<file path="src/rtl/aclnk_pkg.sv">
`timescale 1ns/1ps
package aclnk_pkg;
  localparam int DEF_TAG_W   = 16;
  localparam int DEF_SLOT_W  = 20;
  localparam int DEF_N_SLOTS = 12;

  // Bits in one frame: tag phase plus all slots
  function automatic int frame_bits(input int tag_w, input int slot_w, input int n_slots);
    return tag_w + n_slots * slot_w;
  endfunction

  // Start bit time of a slot counted from 0 (slot 0 is the first slot)
  function automatic int slot_start(input int tag_w, input int slot_w, input int idx);
    return tag_w + idx * slot_w;
  endfunction
endpackage

</file>
<file path="src/rtl/aclnk_frame_timer.sv">
`timescale 1ns/1ps
module aclnk_frame_timer #(
  parameter int FRAME_W = 256,
  parameter int TAG_W   = 16,
  localparam int POS_W  = $clog2(FRAME_W)
) (
  input  logic clk,
  input  logic rst_n,
  input  logic shutoff,
  output logic quiet,
  output logic last_bit,
  output logic in_tag,
  output logic load_now
);
  localparam logic [POS_W-1:0] LAST = POS_W'(FRAME_W - 1);

  logic [POS_W-1:0] pos;

  function automatic logic tag_phase(input logic [POS_W-1:0] p);
    return int'(p) < TAG_W;
  endfunction

  always_ff @(posedge clk or negedge rst_n) begin
    if (!rst_n) begin
      pos   <= LAST;
      quiet <= 1'b1;
    end else if (shutoff) begin
      pos   <= LAST;
      quiet <= 1'b1;
    end else begin
      quiet <= 1'b0;
      pos   <= (pos == LAST) ? '0 : pos + 1'b1;
    end
  end

  assign last_bit = (pos == LAST);
  assign in_tag   = tag_phase(pos);
  assign load_now = last_bit && !shutoff;
endmodule

</file>
<file path="src/rtl/aclnk_frame_shifter.sv">
`timescale 1ns/1ps
module aclnk_frame_shifter #(
  parameter int TAG_W   = 16,
  parameter int SLOT_W  = 20,
  parameter int N_SLOTS = 12,
  localparam int FRAME_W = aclnk_pkg::frame_bits(TAG_W, SLOT_W, N_SLOTS)
) (
  input  logic                      clk,
  input  logic                      rst_n,
  input  logic                      load,
  input  logic                      hold,
  input  logic [N_SLOTS-1:0]        slot_valid,
  input  logic [N_SLOTS*SLOT_W-1:0] slot_data,
  output logic                      msb
);
  logic [FRAME_W-1:0] image;
  logic [FRAME_W-1:0] shreg;

  // Tag: top bit flags a valid frame, then one flag per slot, rest zero
  function automatic logic [TAG_W-1:0] make_tag(input logic [N_SLOTS-1:0] v);
    logic [TAG_W-1:0] t;
    t = '0;
    t[TAG_W-1] = |v;
    for (int i = 0; i < N_SLOTS; i++) t[TAG_W-2-i] = v[i];
    return t;
  endfunction

  assign image[FRAME_W-1 -: TAG_W] = make_tag(slot_valid);

  for (genvar s = 0; s < N_SLOTS; s++) begin : g_slot
    localparam int TOP = FRAME_W - 1 - aclnk_pkg::slot_start(TAG_W, SLOT_W, s);
    assign image[TOP -: SLOT_W] = slot_data[s*SLOT_W +: SLOT_W];
  end

  always_ff @(posedge clk or negedge rst_n) begin
    if (!rst_n)     shreg <= '0;
    else if (load)  shreg <= image;
    else if (!hold) shreg <= {shreg[FRAME_W-2:0], 1'b0};
  end

  assign msb = shreg[FRAME_W-1];
endmodule

</file>
<file path="src/rtl/aclnk_tx_core.sv">
`timescale 1ns/1ps
module aclnk_tx_core #(
  parameter int TAG_W   = aclnk_pkg::DEF_TAG_W,
  parameter int SLOT_W  = aclnk_pkg::DEF_SLOT_W,
  parameter int N_SLOTS = aclnk_pkg::DEF_N_SLOTS,
  localparam int FRAME_W = aclnk_pkg::frame_bits(TAG_W, SLOT_W, N_SLOTS)
) (
  input  logic                      bclk,
  input  logic                      rst_n,
  input  logic                      shutoff,
  input  logic [N_SLOTS-1:0]        slot_valid,
  input  logic [N_SLOTS*SLOT_W-1:0] slot_data,
  output logic                      sync,
  output logic                      sdout,
  output logic                      frame_req
);
  logic quiet;
  logic last_bit;
  logic in_tag;
  logic load_now;
  logic line_bit;

  aclnk_frame_timer #(.FRAME_W(FRAME_W), .TAG_W(TAG_W)) u_timer (
    .clk      (bclk),
    .rst_n    (rst_n),
    .shutoff  (shutoff),
    .quiet    (quiet),
    .last_bit (last_bit),
    .in_tag   (in_tag),
    .load_now (load_now)
  );

  aclnk_frame_shifter #(.TAG_W(TAG_W), .SLOT_W(SLOT_W), .N_SLOTS(N_SLOTS)) u_shift (
    .clk        (bclk),
    .rst_n      (rst_n),
    .load       (load_now),
    .hold       (shutoff),
    .slot_valid (slot_valid),
    .slot_data  (slot_data),
    .msb        (line_bit)
  );

  assign sync      = in_tag && !quiet;
  assign sdout     = line_bit && !quiet;
  assign frame_req = last_bit && !quiet;
endmodule

</file>
<file path="config.mk">
export PLATFORM = sky130hd
export DESIGN_NAME = aclnk_tx_core
export DESIGN_NICKNAME = d
export VERILOG_FILES = /design/src/rtl/aclnk_pkg.sv /design/src/rtl/aclnk_frame_timer.sv /design/src/rtl/aclnk_frame_shifter.sv /design/src/rtl/aclnk_tx_core.sv
export SDC_FILE = /design/constraint.sdc
export NUM_CORES = 1
export LEC_CHECK = 0
export ABC_AREA = 1
export BUFFER_PORTS_ARGS = -buffer_cell sky130_fd_sc_hd__buf_4
export CORE_UTILIZATION = 30
export CTS_CLUSTER_DIAMETER = 150
export DETAILED_ROUTE_END_ITERATION = 10
export MAX_ROUTING_LAYER = met4
export PLACE_DENSITY = 0.51
export SYNTH_ARGS = -nofsm -noshare
export SYNTH_HDL_FRONTEND = slang
export SYNTH_HIERARCHICAL = 1
export SYNTH_SLANG_ARGS = --single-unit
</file>
<file path="constraint.sdc">
create_clock -name bclk -period 3.01 [get_ports bclk]
set_input_delay 0.4515 -clock bclk [delete_from_list [all_inputs] [get_ports bclk]]
set_output_delay 0.4515 -clock bclk [all_outputs]
set_load 0.05 [all_outputs]
</file>
-- Word-level counts from Yosys, hierarchy flattened
Cells that the tools add are included.
- register bits: 265
- bits in latches: 0
- memory bits (writable): 0
- bits in read-only memories: 0
- bits of input ports: 255
- output and inout port bits: 3
- word-level logic and storage cells: 19
- memories kept: 0
- add/subtract/negate cells: 1
- multiply operators: 0
- divide/modulo/power cells: 0
- $lt $le $gt $ge: 1
- eq/ne operators: 2
- shift-type cells: 0
- multiplexer cells: 5
- bitwise logic cells: 0
- reduce and logical (&&, ||, !) cells: 7
- operator list (cell ; number):
    2-to-1 mux 256 bit ; 2
    2-to-1 mux 8 bit ; 2
    OR reduction 12 bit ; 1
    adder 8 x 1 -> 8 bit, second input constant ; 1
    equality test 8 bit, second input constant ; 1
    < comparator 8 x 5 -> 1 bit, second input constant ; 1
    logical AND 1 bit ; 4
    logical NOT 1 bit ; 2
    != test 2 x 1 -> 1 bit, second input constant ; 1
    2-to-1 mux 1 bit ; 1

-- Logic depth before layout (Yosys ltp)
- depth in word-level cells: 3
- depth in mapped cells: 13
- mapped depth without buffers: 10

-- Modules after synthesis
Netlist, hierarchy kept.
- by module, submodules not included (module ; times used ; cells each ; area each (um^2) ; sequential area each (um^2)):
    aclnk_frame_shifter ; 1 ; 1395 ; 11659.9 ; 6406.1
    aclnk_frame_timer ; 1 ; 58 ; 491.7 ; 236.5
    aclnk_tx_core ; 1 ; 6 ; 22.5 ; 0.0

-- Worst setup path after synthesis
No wires, ideal clock.
- path type: reg2out
- from: register u_timer.pos[0]
- to: output port frame_req
- arrival time: 1674 ps
- data required time: 2558 ps
- setup slack: 884 ps
- stages on the path, launching flop included: 8
- path buffers: 0
- cells stage by stage: dfstp_2 -> ha_1 -> nand2_2 -> nor2_4 -> nand2_2 -> inv_2 -> inv_1 -> nor2_1
- longest elaborated chain between the ends: 2
- RTL lines (what ; RTL line ; text):
    from (decl) ; aclnk_frame_timer.sv:17 ; logic [POS_W-1:0] pos;
    from (signal assigned) ; aclnk_frame_timer.sv:32 ; pos <= (pos == LAST) ? '0 : pos + 1'b1;
    equality test 8 bit ; aclnk_frame_timer.sv:36 ; assign last_bit = (pos == LAST);
    named net last_bit ; aclnk_tx_core.sv:18 ; logic last_bit;
    logical AND 1 bit ; aclnk_tx_core.sv:45 ; assign frame_req = last_bit && !quiet;
    to (decl) ; aclnk_tx_core.sv:15 ; output logic frame_req
The timed path passes the listed nets, and every way through them passes these cells.

-- Worst setup path in the final report
- from: register u_timer.pos[1]
- to: register u_shift.shreg[154]
- longest elaborated chain between the ends: 3
- elaborated cells on any way between the ends: 4
- classes of those cells: eq/ne: 2; mux: 1; reduce/logical: 1
- RTL lines (what ; RTL line ; text):
    equality test 8 bit * ; aclnk_frame_timer.sv:36 ;
    logical AND 1 bit * ; aclnk_frame_timer.sv:38 ; assign load_now = last_bit && !shutoff;
    named net load_now ; aclnk_tx_core.sv:20 ; logic load_now;
    != test 2 x 1 -> 1 bit (no line) or 2-to-1 mux 256 bit (tied branches) ; n/a ;
    to (signal assigned) ; aclnk_frame_shifter.sv:37 ; else if (load) shreg <= image;
    to (signal assigned) ; aclnk_frame_shifter.sv:38 ; else if (!hold) shreg <= {shreg[FRAME_W-2:0], 1'b0};
    to (decl) ; aclnk_frame_shifter.sv:17 ; logic [FRAME_W-1:0] shreg;
Mark *: on every way through the listed nets, which the timed path passes. The rest lies on a longest branch.
A chain may end at the register's enable or synchronous reset.

==> impl_metrics.toml <==
[clock_tree]
clock_path_buffers = 3
post_cts_buffers = 0
numCtsBuffers = 31
insertion_delay_ns = 0.56
path_clk_slew_ns = 0.06
htree_levels = 1
cts_tree = "built"
cts_hold_buf = 1
clkSinkCount = 265
cts_root_buf = "clkbuf_16"
post_cts_resized = 0

[timing]
whs_ns = 0.105
finalCritPeriodShare_pct = 85.1
period_needed_ns = 2.56
relSlewSlack_pct = 39.5
final_max_slew_viol_count = 0
clock_skew_ns = 0.0128
rsz0062_at_grt = "false"
setup_violations = 0
timing.fmax_mhz = 390
hold_viol = 0
tightest_slew_ns = 0.908
tns_ns = 0

[power]
powerDensity_mw_per_mm2 = 878
clockPowerShare_pct = 31.0
ir_drop_mv = 0.423
power.internal_uw = 9320
swShare_pct = 31.6
power.leakage_uw = 0.00758
seq_power_share_pct = 44.1
p_comb_share_pct = 24.9
power.total_uw = 13600
p_switching_uw = 4310

[synthesis]
ys.warnings.count = 6
ys_ff_latch = 265
ys_seq_area_share_pct = 54.6
synth_area_sq_mm = 0.0122
yosysUniqueCellTypes = 30
syn_nets = 1715
syn_inst = 1459
avgSynthCellArea_sq_um = 8.34

[setup_path]
critPathLaunchType = "register"
critPathCaptureType = "register"
cp.arrival_ns = 3.00
cp.required_ns = 3.45
worstSetupPathType = "reg -> reg"
cp_max_fo = 103

[route]
drt_iter0_drc = 899
drtPass1Iterations = 6
postRouteAntennaNets = 0
drc = 0
vias_per_cell = 4.86
avgRoutedWirePerCell_microns = 15.3
vias = 10745
wirelength_mm = 33.8

[cells_and_area]
nNetsFinal = 1917
antenna_cells = 0
layout-drive-gt1-share_pct = 21.1
area_growth_pct = 27.5
instances_no_fill = 2209
fin_util_pct = 38.9
fillerInstances = 4083

[hold_path]
hold_path.class = "in -> reg"

[run]
max_cap_viol_count = 0

[global_routing]
grt_usage_pct = 16.9
grt_pass1_wl_mm = 55.9
grt_pass1_vias = 10609
grt_overflow_total = 0
antenna_found_initial = 0
grt_start_max_net_pins = 150

[floorplan]
row_count = 73
die-area_sq_mm = 0.0414
core_area_sq_mm = 0.0399
start_util_pct = 30.5
io_pins = 258
die_y_microns = 203
die_w_microns = 203

[place]
globalplace.congestion = 0.798
dp_hpwl_mm = 20.8
dp_cells = 2152
io_buffers = 257

[status]
status = "finished, final reports clean"
-- cell families after synthesis --
kind of cell	count (synthesis)	synth area share [%]
AOI/OAI and AO/OA	28	1.34
adders and majority gates	1	0.103
buffers and inverters	133	6.67
DFF	265	54.6
and+or+nand+nor	1032	37.3
-- metal layers --
metal / GRT usage, % / routed length, microns
met5: - / 0
met4: 3.28 / 523
met3: 3.37 / 2080
met1: 24.2 / 16200
met2: 24.9 / 15000
-- final cells by class --
cell class	instances	area, sq um	area share [%]
clock buffers	42	877	5.65
clock inverters	14	275	1.77
inverters	23	104	0.669
multi-input cells	1061	4730	30.4
flip-flops and latches	265	6640	42.8
well taps	525	657	4.23
repair buffers	279	2240	14.4
-- metrics by stage --
stage,cell area (sq um),setup WS (ns)
3_3_place_gp,14400,0.496
4_1_cts,15500,0.444
5_1_grt,15500,0.254
6_report,15500,0.447
2_1_floorplan,12200,0.884
3_5_place_dp,14400,0.469
-- power groups by stage --
| stage | sequential (uW) | combinational, uW | clock [uW] |
|---|---|---|---|
| final | 6010 | 3400 | 4220 |
| after global routing | 6220 | 3940 | 4520 |
| after detailed placement | 6030 | 3460 | 0 |
| after floorplan | 5830 | 2610 | 0 |
| after CTS | 6000 | 3480 | 4380 |
| after global placement | 6030 | 3370 | 0 |
-- worst paths after layout --
| check | from | to | slack [ns] | cells past startpoint |
|---|---|---|---|---|
| worst max-delay path | u_timer/pos[1] | u_shift/shreg[154] | 0.45 | 11 |
| worst max register to register | u_timer/pos[1] | u_shift/shreg[154] | 0.45 | 11 |
| min in group asynchronous | rst_n | u_shift/shreg[23] | 0.51 | 2 |
| max in group asynchronous | rst_n | u_shift/shreg[69] | 1.75 | 3 |
| worst min-delay path | slot_data[102] | u_shift/shreg[122] | 0.11 | 3 |
| worst min register to register | u_shift/shreg[38] | u_shift/shreg[38] | 0.48 | 2 |
-- layout by cell type, fill, tap and decap left out, types with 5 or more instances in the layout --
| cell | Yosys | layout |
|---|---|---|
| buf_12 | 0 | 11 |
| nor2_1 | 22 | 21 |
| clkbuf_16 | 0 | 31 |
| dfstp_2 | 9 | 9 |
| nand3_1 | 487 | 487 |
| o21ai_0 | 14 | 14 |
| nor3_1 | 6 | 6 |
| buf_4 | 12 | 266 |
| inv_1 | 18 | 18 |
| bufinv_16 | 0 | 8 |
| dfrtp_1 | 256 | 256 |
| nand2_1 | 505 | 505 |
| clkbuf_1 | 21 | 5 |
| clkbuf_8 | 0 | 6 |
-- worst max-delay path, cell delays in order (launching register included) --
cell and delay, ns:
dfstp_2 0.56, ha_1 0.18, nand2_2 0.08, nor2_4 0.11
nand2_2 0.11, nor2_4 0.24, inv_8 0.11, nand2_4 0.19
inv_6 0.27, buf_4 0.36, nand2_1 0.10, nand3_1 0.07
-- cells in the mapped netlist --
master	instances	area share (%)
nand2_1	505	16
nand3_1	487	20
dfrtp_1	256	53
buf_2	46	1.9
buf_6	27	2.5
nor2_1	22	0.68
clkbuf_1	21	0.65
inv_1	18	0.55
o21ai_0	14	0.58
buf_4	12	0.74
dfstp_2	9	1.9
nor3_1	6	0.25
buf_1	4	0.12
nand2_2	4	0.21
a21oi_1	3	0.12
inv_4	3	0.15
nor2_4	3	0.28
o211ai_1	3	0.18
o22ai_1	3	0.15
inv_2	2	0.062
o31ai_1	2	0.12
a22o_1	1	0.072
ha_1	1	0.10
nand2_4	1	0.092
nand3_2	1	0.082
nor2_2	1	0.051
nor4_1	1	0.051
o21ai_1	1	0.041
o21bai_1	1	0.062
or2_2	1	0.051
-- flip-flops by register name (all words and copies together), names as in the netlist --
name           count
u_shift/shreg    256
u_timer/pos        8
u_timer/quiet      1
No activity file was read; power rests on OpenSTA's default activity.
